File: src/rtl/spipot_pkg.sv
`timescale 1ns/1ps
package spipot_pkg;
  localparam int WORD_W   = 16;
  localparam int SEL_W    = 2;
  localparam int DR_COUNT = 1 << SEL_W;
  localparam int BIT_W    = 6;

  localparam logic [BIT_W-1:0] LEN_SHORT = BIT_W'(WORD_W);
  localparam logic [BIT_W-1:0] LEN_LONG  = BIT_W'(2 * WORD_W);
  localparam logic [BIT_W-1:0] BIT_MAX   = '1;

  typedef enum logic [2:0] {
    OP_NONE          = 3'b000,
    OP_RD_WIPER      = 3'b001,
    OP_WR_WIPER      = 3'b010,
    OP_RD_DREG       = 3'b011,
    OP_WR_DREG       = 3'b100,
    OP_DREG_TO_WIPER = 3'b101,
    OP_WIPER_TO_DREG = 3'b110,
    OP_RD_STATUS     = 3'b111
  } op_e;

  typedef struct packed {
    logic [3:0]       dev_id;
    logic [1:0]       rsv_a;
    logic             addr;
    logic             rw;
    op_e              op;
    logic             rsv_b;
    logic [SEL_W-1:0] sel;
    logic [1:0]       rsv_c;
  } hdr_t;

  function automatic logic op_is_short(op_e op);
    return (op == OP_DREG_TO_WIPER) || (op == OP_WIPER_TO_DREG);
  endfunction

  function automatic logic op_is_read(op_e op);
    return (op == OP_RD_WIPER) || (op == OP_RD_DREG) || (op == OP_RD_STATUS);
  endfunction
endpackage

File: src/rtl/spipot_insync.sv
`timescale 1ns/1ps
module spipot_insync #(
  parameter int             W    = 3,
  parameter logic [W-1:0]   IDLE = '0
) (
  input  logic         clk,
  input  logic         rst_n,
  input  logic [W-1:0] d,
  output logic [W-1:0] lvl,
  output logic [W-1:0] rise,
  output logic [W-1:0] fall
);
  logic [W-1:0] s1_q, s2_q, s3_q;

  for (genvar i = 0; i < W; i++) begin : g_bit
    always_ff @(posedge clk or negedge rst_n) begin
      if (!rst_n) begin
        s1_q[i] <= IDLE[i];
        s2_q[i] <= IDLE[i];
        s3_q[i] <= IDLE[i];
      end else begin
        s1_q[i] <= d[i];
        s2_q[i] <= s1_q[i];
        s3_q[i] <= s2_q[i];
      end
    end
    assign lvl[i]  = s2_q[i];
    assign rise[i] = s2_q[i] & ~s3_q[i];
    assign fall[i] = ~s2_q[i] & s3_q[i];
  end
endmodule

File: src/rtl/spipot_frame.sv
`timescale 1ns/1ps
module spipot_frame
  import spipot_pkg::*;
#(
  parameter int         WIPER_W = 10,
  parameter logic [3:0] DEV_ID  = 4'b0101
) (
  input  logic               clk,
  input  logic               rst_n,
  input  logic               addr_sel,
  input  logic               cs_hi,
  input  logic               cs_rise,
  input  logic               sck_rise,
  input  logic               sck_fall,
  input  logic               mosi,
  input  logic [WORD_W-1:0]  rd_word,
  output op_e                hdr_op,
  output logic [SEL_W-1:0]   hdr_sel,
  output logic               cmt_valid,
  output logic [WIPER_W-1:0] cmt_data,
  output logic               miso,
  output logic               miso_oe
);
  logic [BIT_W-1:0]  bit_q, bit_n;
  logic [WORD_W-1:0] rx_q, rx_n;
  logic [WORD_W-1:0] tx_q, tx_n;
  hdr_t              hdr_q, hdr_n;
  logic              miso_q, miso_n;
  logic              oe_q, oe_n;
  logic              hdr_ok;
  logic [BIT_W-1:0]  need_len;
  logic              upd;
  logic              hdr_unused;

  assign hdr_ok     = (hdr_q.dev_id == DEV_ID) && (hdr_q.addr == addr_sel);
  assign need_len   = op_is_short(hdr_q.op) ? LEN_SHORT : LEN_LONG;
  assign hdr_unused = ^{hdr_q.rsv_a, hdr_q.rw, hdr_q.rsv_b, hdr_q.rsv_c};
  assign upd        = cs_hi | sck_rise | sck_fall;

  always_comb begin
    bit_n  = bit_q;
    rx_n   = rx_q;
    tx_n   = tx_q;
    hdr_n  = hdr_q;
    miso_n = miso_q;
    oe_n   = oe_q;
    if (cs_hi) begin
      bit_n  = '0;
      oe_n   = 1'b0;
      miso_n = 1'b0;
    end else begin
      if (sck_rise) begin
        rx_n = {rx_q[WORD_W-2:0], mosi};
        if (bit_q != BIT_MAX) bit_n = bit_q + BIT_W'(1);
        if (bit_q == LEN_SHORT - BIT_W'(1)) hdr_n = hdr_t'({rx_q[WORD_W-2:0], mosi});
      end
      if (sck_fall) begin
        if (bit_q == LEN_SHORT) begin
          oe_n   = hdr_ok && op_is_read(hdr_q.op);
          miso_n = rd_word[WORD_W-1];
          tx_n   = {rd_word[WORD_W-2:0], 1'b0};
        end else if (bit_q > LEN_SHORT && bit_q < LEN_LONG) begin
          miso_n = tx_q[WORD_W-1];
          tx_n   = {tx_q[WORD_W-2:0], 1'b0};
        end else if (bit_q >= LEN_LONG) begin
          oe_n = 1'b0;
        end
      end
    end
  end

  always_ff @(posedge clk or negedge rst_n) begin
    if (!rst_n) begin
      bit_q  <= '0;
      rx_q   <= '0;
      tx_q   <= '0;
      hdr_q  <= hdr_t'('0);
      miso_q <= 1'b0;
      oe_q   <= 1'b0;
    end else if (upd) begin
      bit_q  <= bit_n;
      rx_q   <= rx_n;
      tx_q   <= tx_n;
      hdr_q  <= hdr_n;
      miso_q <= miso_n;
      oe_q   <= oe_n;
    end
  end

  assign cmt_valid = cs_rise && hdr_ok && (hdr_q.op != OP_NONE) && (bit_q == need_len);
  assign cmt_data  = rx_q[WIPER_W-1:0];
  assign hdr_op    = hdr_q.op;
  assign hdr_sel   = hdr_q.sel;
  assign miso      = miso_q;
  assign miso_oe   = oe_q;
endmodule

File: src/rtl/spipot_regs.sv
`timescale 1ns/1ps
module spipot_regs
  import spipot_pkg::*;
#(
  parameter int                 WIPER_W     = 10,
  parameter int                 SAVE_CYCLES = 1000,
  parameter logic [WIPER_W-1:0] WIPER_INIT  = '0
) (
  input  logic               clk,
  input  logic               rst_n,
  input  logic               cmt_valid,
  input  op_e                hdr_op,
  input  logic [SEL_W-1:0]   hdr_sel,
  input  logic [WIPER_W-1:0] cmt_data,
  output logic [WORD_W-1:0]  rd_word,
  output logic [WIPER_W-1:0] wiper_pos,
  output logic               save_busy
);
  localparam int             CNT_W    = $clog2(SAVE_CYCLES + 1);
  localparam logic [CNT_W-1:0] CNT_LOAD = CNT_W'(SAVE_CYCLES);
  localparam int             PAD_W    = WORD_W - WIPER_W;

  logic [WIPER_W-1:0]  wiper_q, wiper_n;
  logic [CNT_W-1:0]    cnt_q, cnt_n;
  logic [WIPER_W-1:0]  dr_q [DR_COUNT];
  logic [DR_COUNT-1:0] dr_we;
  logic [WIPER_W-1:0]  dr_wdata;
  logic                busy;

  assign busy = (cnt_q != '0);

  always_comb begin
    wiper_n  = wiper_q;
    dr_we    = '0;
    dr_wdata = cmt_data;
    cnt_n    = busy ? cnt_q - CNT_W'(1) : cnt_q;
    if (cmt_valid && !busy) begin
      case (hdr_op)
        OP_WR_WIPER:      wiper_n = cmt_data;
        OP_DREG_TO_WIPER: wiper_n = dr_q[hdr_sel];
        OP_WR_DREG: begin
          dr_we[hdr_sel] = 1'b1;
          cnt_n          = CNT_LOAD;
        end
        OP_WIPER_TO_DREG: begin
          dr_we[hdr_sel] = 1'b1;
          dr_wdata       = wiper_q;
          cnt_n          = CNT_LOAD;
        end
        default: ;
      endcase
    end
  end

  always_ff @(posedge clk or negedge rst_n) begin
    if (!rst_n) begin
      wiper_q <= WIPER_INIT;
      cnt_q   <= '0;
    end else begin
      wiper_q <= wiper_n;
      cnt_q   <= cnt_n;
    end
  end

  for (genvar i = 0; i < DR_COUNT; i++) begin : g_dreg
    always_ff @(posedge clk or negedge rst_n) begin
      if (!rst_n)        dr_q[i] <= '0;
      else if (dr_we[i]) dr_q[i] <= dr_wdata;
    end
  end

  always_comb begin
    case (hdr_op)
      OP_RD_WIPER:  rd_word = {{PAD_W{1'b0}}, wiper_q};
      OP_RD_DREG:   rd_word = {{PAD_W{1'b0}}, dr_q[hdr_sel]};
      OP_RD_STATUS: rd_word = {{(WORD_W-1){1'b0}}, busy};
      default:      rd_word = '0;
    endcase
  end

  assign wiper_pos = wiper_q;
  assign save_busy = busy;
endmodule

File: src/rtl/spipot_ctrl.sv
`timescale 1ns/1ps
module spipot_ctrl
  import spipot_pkg::*;
#(
  parameter int                 WIPER_W     = 10,
  parameter int                 SAVE_CYCLES = 1000,
  parameter logic [3:0]         DEV_ID      = 4'b0101,
  parameter logic [WIPER_W-1:0] WIPER_INIT  = '0
) (
  input  logic               clk,
  input  logic               rst_n,
  input  logic               addr_sel,
  input  logic               spi_sck,
  input  logic               spi_cs_n,
  input  logic               spi_mosi,
  output logic               spi_miso,
  output logic               spi_miso_oe,
  output logic [WIPER_W-1:0] wiper_pos,
  output logic               save_busy
);
  localparam int IN_W = 3;

  logic [1:0]        rst_pipe;
  logic              rst_n_int;
  logic [IN_W-1:0]   in_lvl, in_rise, in_fall;
  logic              cs_hi, cs_rise, sck_rise, sck_fall, mosi_s;
  logic              sync_unused;
  op_e               hdr_op;
  logic [SEL_W-1:0]  hdr_sel;
  logic              cmt_valid;
  logic [WIPER_W-1:0] cmt_data;
  logic [WORD_W-1:0] rd_word;

  always_ff @(posedge clk or negedge rst_n) begin
    if (!rst_n) rst_pipe <= '0;
    else        rst_pipe <= {rst_pipe[0], 1'b1};
  end
  assign rst_n_int = rst_pipe[1];

  spipot_insync #(.W(IN_W), .IDLE(3'b100)) u_sync (
    .clk  (clk),
    .rst_n(rst_n_int),
    .d    ({spi_cs_n, spi_sck, spi_mosi}),
    .lvl  (in_lvl),
    .rise (in_rise),
    .fall (in_fall)
  );

  assign cs_hi       = in_lvl[2];
  assign cs_rise     = in_rise[2];
  assign sck_rise    = in_rise[1];
  assign sck_fall    = in_fall[1];
  assign mosi_s      = in_lvl[0];
  assign sync_unused = ^{in_fall[2], in_lvl[1], in_rise[0], in_fall[0]};

  spipot_frame #(.WIPER_W(WIPER_W), .DEV_ID(DEV_ID)) u_frame (
    .clk      (clk),
    .rst_n    (rst_n_int),
    .addr_sel (addr_sel),
    .cs_hi    (cs_hi),
    .cs_rise  (cs_rise),
    .sck_rise (sck_rise),
    .sck_fall (sck_fall),
    .mosi     (mosi_s),
    .rd_word  (rd_word),
    .hdr_op   (hdr_op),
    .hdr_sel  (hdr_sel),
    .cmt_valid(cmt_valid),
    .cmt_data (cmt_data),
    .miso     (spi_miso),
    .miso_oe  (spi_miso_oe)
  );

  spipot_regs #(.WIPER_W(WIPER_W), .SAVE_CYCLES(SAVE_CYCLES), .WIPER_INIT(WIPER_INIT)) u_regs (
    .clk      (clk),
    .rst_n    (rst_n_int),
    .cmt_valid(cmt_valid),
    .hdr_op   (hdr_op),
    .hdr_sel  (hdr_sel),
    .cmt_data (cmt_data),
    .rd_word  (rd_word),
    .wiper_pos(wiper_pos),
    .save_busy(save_busy)
  );
endmodule

File: config.mk
export PLATFORM = sky130hd
export DESIGN_NAME = spipot_ctrl
export DESIGN_NICKNAME = d
export VERILOG_FILES = /design/src/rtl/spipot_pkg.sv /design/src/rtl/spipot_insync.sv /design/src/rtl/spipot_frame.sv /design/src/rtl/spipot_regs.sv /design/src/rtl/spipot_ctrl.sv
export SDC_FILE = /design/constraint.sdc
export NUM_CORES = 1
export LEC_CHECK = 0
export CAP_MARGIN = 20
export CELL_PAD_IN_SITES_DETAIL_PLACEMENT = 1
export CELL_PAD_IN_SITES_GLOBAL_PLACEMENT = 2
export CORE_MARGIN = 5
export CORE_UTILIZATION = 43
export CTS_CLUSTER_SIZE = 24
export DETAILED_ROUTE_END_ITERATION = 6
export DONT_BUFFER_PORTS = 1
export GPL_TIMING_DRIVEN = 0
export PLACE_DENSITY = 0.81
export SLEW_MARGIN = 0
export SYNTH_ARGS = -nofsm -noshare
export SYNTH_HDL_FRONTEND = slang
export SYNTH_HIERARCHICAL = 1
export SYNTH_SLANG_ARGS = --single-unit
File: constraint.sdc
create_clock -name clk -period 4.2 [get_ports clk]
set_clock_uncertainty 0.05 [all_clocks]
set_input_delay 0.21 -clock clk [delete_from_list [all_inputs] [get_ports clk]]
set_output_delay 0.21 -clock clk [all_outputs]
set_load 0.02 [all_outputs]
==> results.tsv <==
metric	value	unit
cp-end-kind	flip-flop	
slew-limit-headroom	49.7	%
post-route-min-period	3.65	ns
drc	0	
rows	42	
design.core.area	13200	um2
drive_above_1_share	22.1	%
leakagePower	2.81	nW
finalSetupTns	0	ns
setup_ws	0.555	ns
top_usage_layer	met2	
cts_buffers	17	
avgSynthCellArea	10.7	um2
worstMarginPinSlew	0.755	ns
clkPwrFrac	49.2	%
clkLatencyLatePin	0.42	ns
cts_sinks	118	
placed_cell_area	6090	um2
num-nets-final	584	
met3_usage	4.83	%
switching_share	23.4	%
synthCells	543	
slew_viol_final	0	
power.switching	0.682	mW
whs	0.0320	ns
die_w	126	um
min_period_over_period	86.8	%
grt_pass1_vias	4717	
final_hold_viol_count	0	
vdd_drop_max	0.286	mV
die_h	126	um
design.die.area	16000	um2
place_congestion	0.777	
dp_hpwl	10100	um
power_density	434	nW/um2
dr.pass1.iters	4	
ant_nets	0	
ios	19	
max-cap-violations	0	
grt_max_degree	63	
arrival	3.91	ns
grt_overflow	0	
h-tree-depth	4	
wl	15200	um
first_iter_violations	294	
final_util	50.8	%
cts-root-buf	clkbuf_16	
placedCellCount	725	
status	finished clean	
initial_core_util	43.9	%
p_int	2.24	mW
power	2.92	mW
crit_type	reg2reg	
antenna_found_initial	0	
comb_power_share	8.6	%
grtUsageTotal	20.3	%
stdcell_count	763	
wire_per_inst	19.9	um
met1_usage	26.9	%
clock_path_buffers	2	
rsz0062_at_grt	no	
fin_area	6730	um2
required	4.47	ns
cts_tree	built	
grt_pass1_wl	25400	um
routed_via_density	5.63	
setup_violations	0	
cp_max_fo	10	
n_antenna_cell	0	
ys_warn_count	6	
place_ws	0.321	ns
area_growth_syn_to_layout	15.7	%
min_path_type	in2reg	
cts_setup_buffers	0	
startpoint_type	flip-flop	
synth.cell_area	5820	um2
port-buffer-count	0	
pwr-share-seq	42.3	%
path_clk_slew	0.05	ns
grt_use_met2	33.3	%
vias	4299	
max_freq	274	MHz
[flip-flops by register name, indices dropped and copies added, names as in the netlist, 2 cells and up]
name / count
rst_pipe: 2
u_frame/hdr_op: 3
u_frame/bit_q: 6
u_sync/s3_q: 2
u_frame/hdr_sel: 2
u_sync/lvl: 3
u_regs/cnt_q: 10
u_frame/tx_q: 15
u_regs/dr_q: 40
u_regs/wiper_pos: 10
u_sync/s1_q: 3
u_frame/hdr_q: 5
u_frame/rx_q: 15
[final cells by class]
| cell class | instances | area (um2) |
|---|---|---|
| fillers | 1470 | 6510 |
| flip-flops and latches | 118 | 2960 |
| multi-input cells | 362 | 2520 |
| clock buffers | 22 | 454 |
| plain buffers | 57 | 327 |
| well taps | 176 | 220 |
| clock inverters | 10 | 130 |
| repair buffers | 7 | 82.6 |
| inverters | 11 | 41.3 |
[worst paths after layout]
check	startpoint	slack, ns	to	cells after the start
setup / recovery	u_frame/bit_q[1]	0.55	u_regs/dr_q[2]	9
hold / removal	addr_sel	0.03	u_frame/miso_oe	3
setup reg to reg	u_frame/bit_q[1]	0.55	u_regs/dr_q[2]	9
hold reg to reg	u_sync/s1_q[1]	0.30	u_sync/lvl[1]	0
max in group asynchronous	rst_pipe[1]	2.97	u_regs/wiper_pos[5]	1
min in group asynchronous	rst_pipe[1]	0.36	u_frame/rx_q[10]	0
[placed cells by master, fill, tap and decap left out, types with 9 or more instances in the layout]
cell type / instances
dfrtp_1: 114
o21ai_0: 112
mux2_2: 37
mux2i_1: 29
clkbuf_1: 25
nand2_1: 25
nor2_1: 25
buf_4: 22
nand3_1: 19
clkbuf_16: 17
a31oi_1: 17
inv_1: 10
mux2_4: 10
o21ai_1: 10
buf_2: 9
[power by group through the flow]
stage | clock, mW | sequential, mW | combinational (mW)
6_report | 1.43 | 1.23 | 0.250
5_1_grt | 1.52 | 1.24 | 0.271
4_1_cts | 1.46 | 1.24 | 0.250
3_5_place_dp | 0 | 1.25 | 0.241
3_3_place_gp | 0 | 1.26 | 0.218
2_1_floorplan | 0 | 1.24 | 0.169
[worst max-delay path: stages (launching register included)]
cell and delay [ns]:
dfrtp_1 0.42, inv_1 0.10, ha_1 0.17, nor3b_4 0.46, o31ai_1 0.13, a2111oi_0 0.41, and3b_1 0.36, nor4b_4 0.56
nand3_1 0.54, o21ai_0 0.33
[layer usage]
| metal | share of wire (%) | wire [um] | vias up |
|---|---|---|---|
| met1 | 47 | 7160 | 2208 |
| met4 | 1.4 | 207 | 0 |
| li1 | - | - | 1998 |
| met2 | 48 | 7220 | 75 |
| met3 | 4.0 | 605 | 18 |
| met5 | 0 | 0 | - |
[timing repair]
item	in CTS	in global routing
setup endpoints to repair	0	5
hold buffers	5	0
hold endpoints to repair	5	0
gates resized for setup	0	1
(Power assumes the default switching activity.)
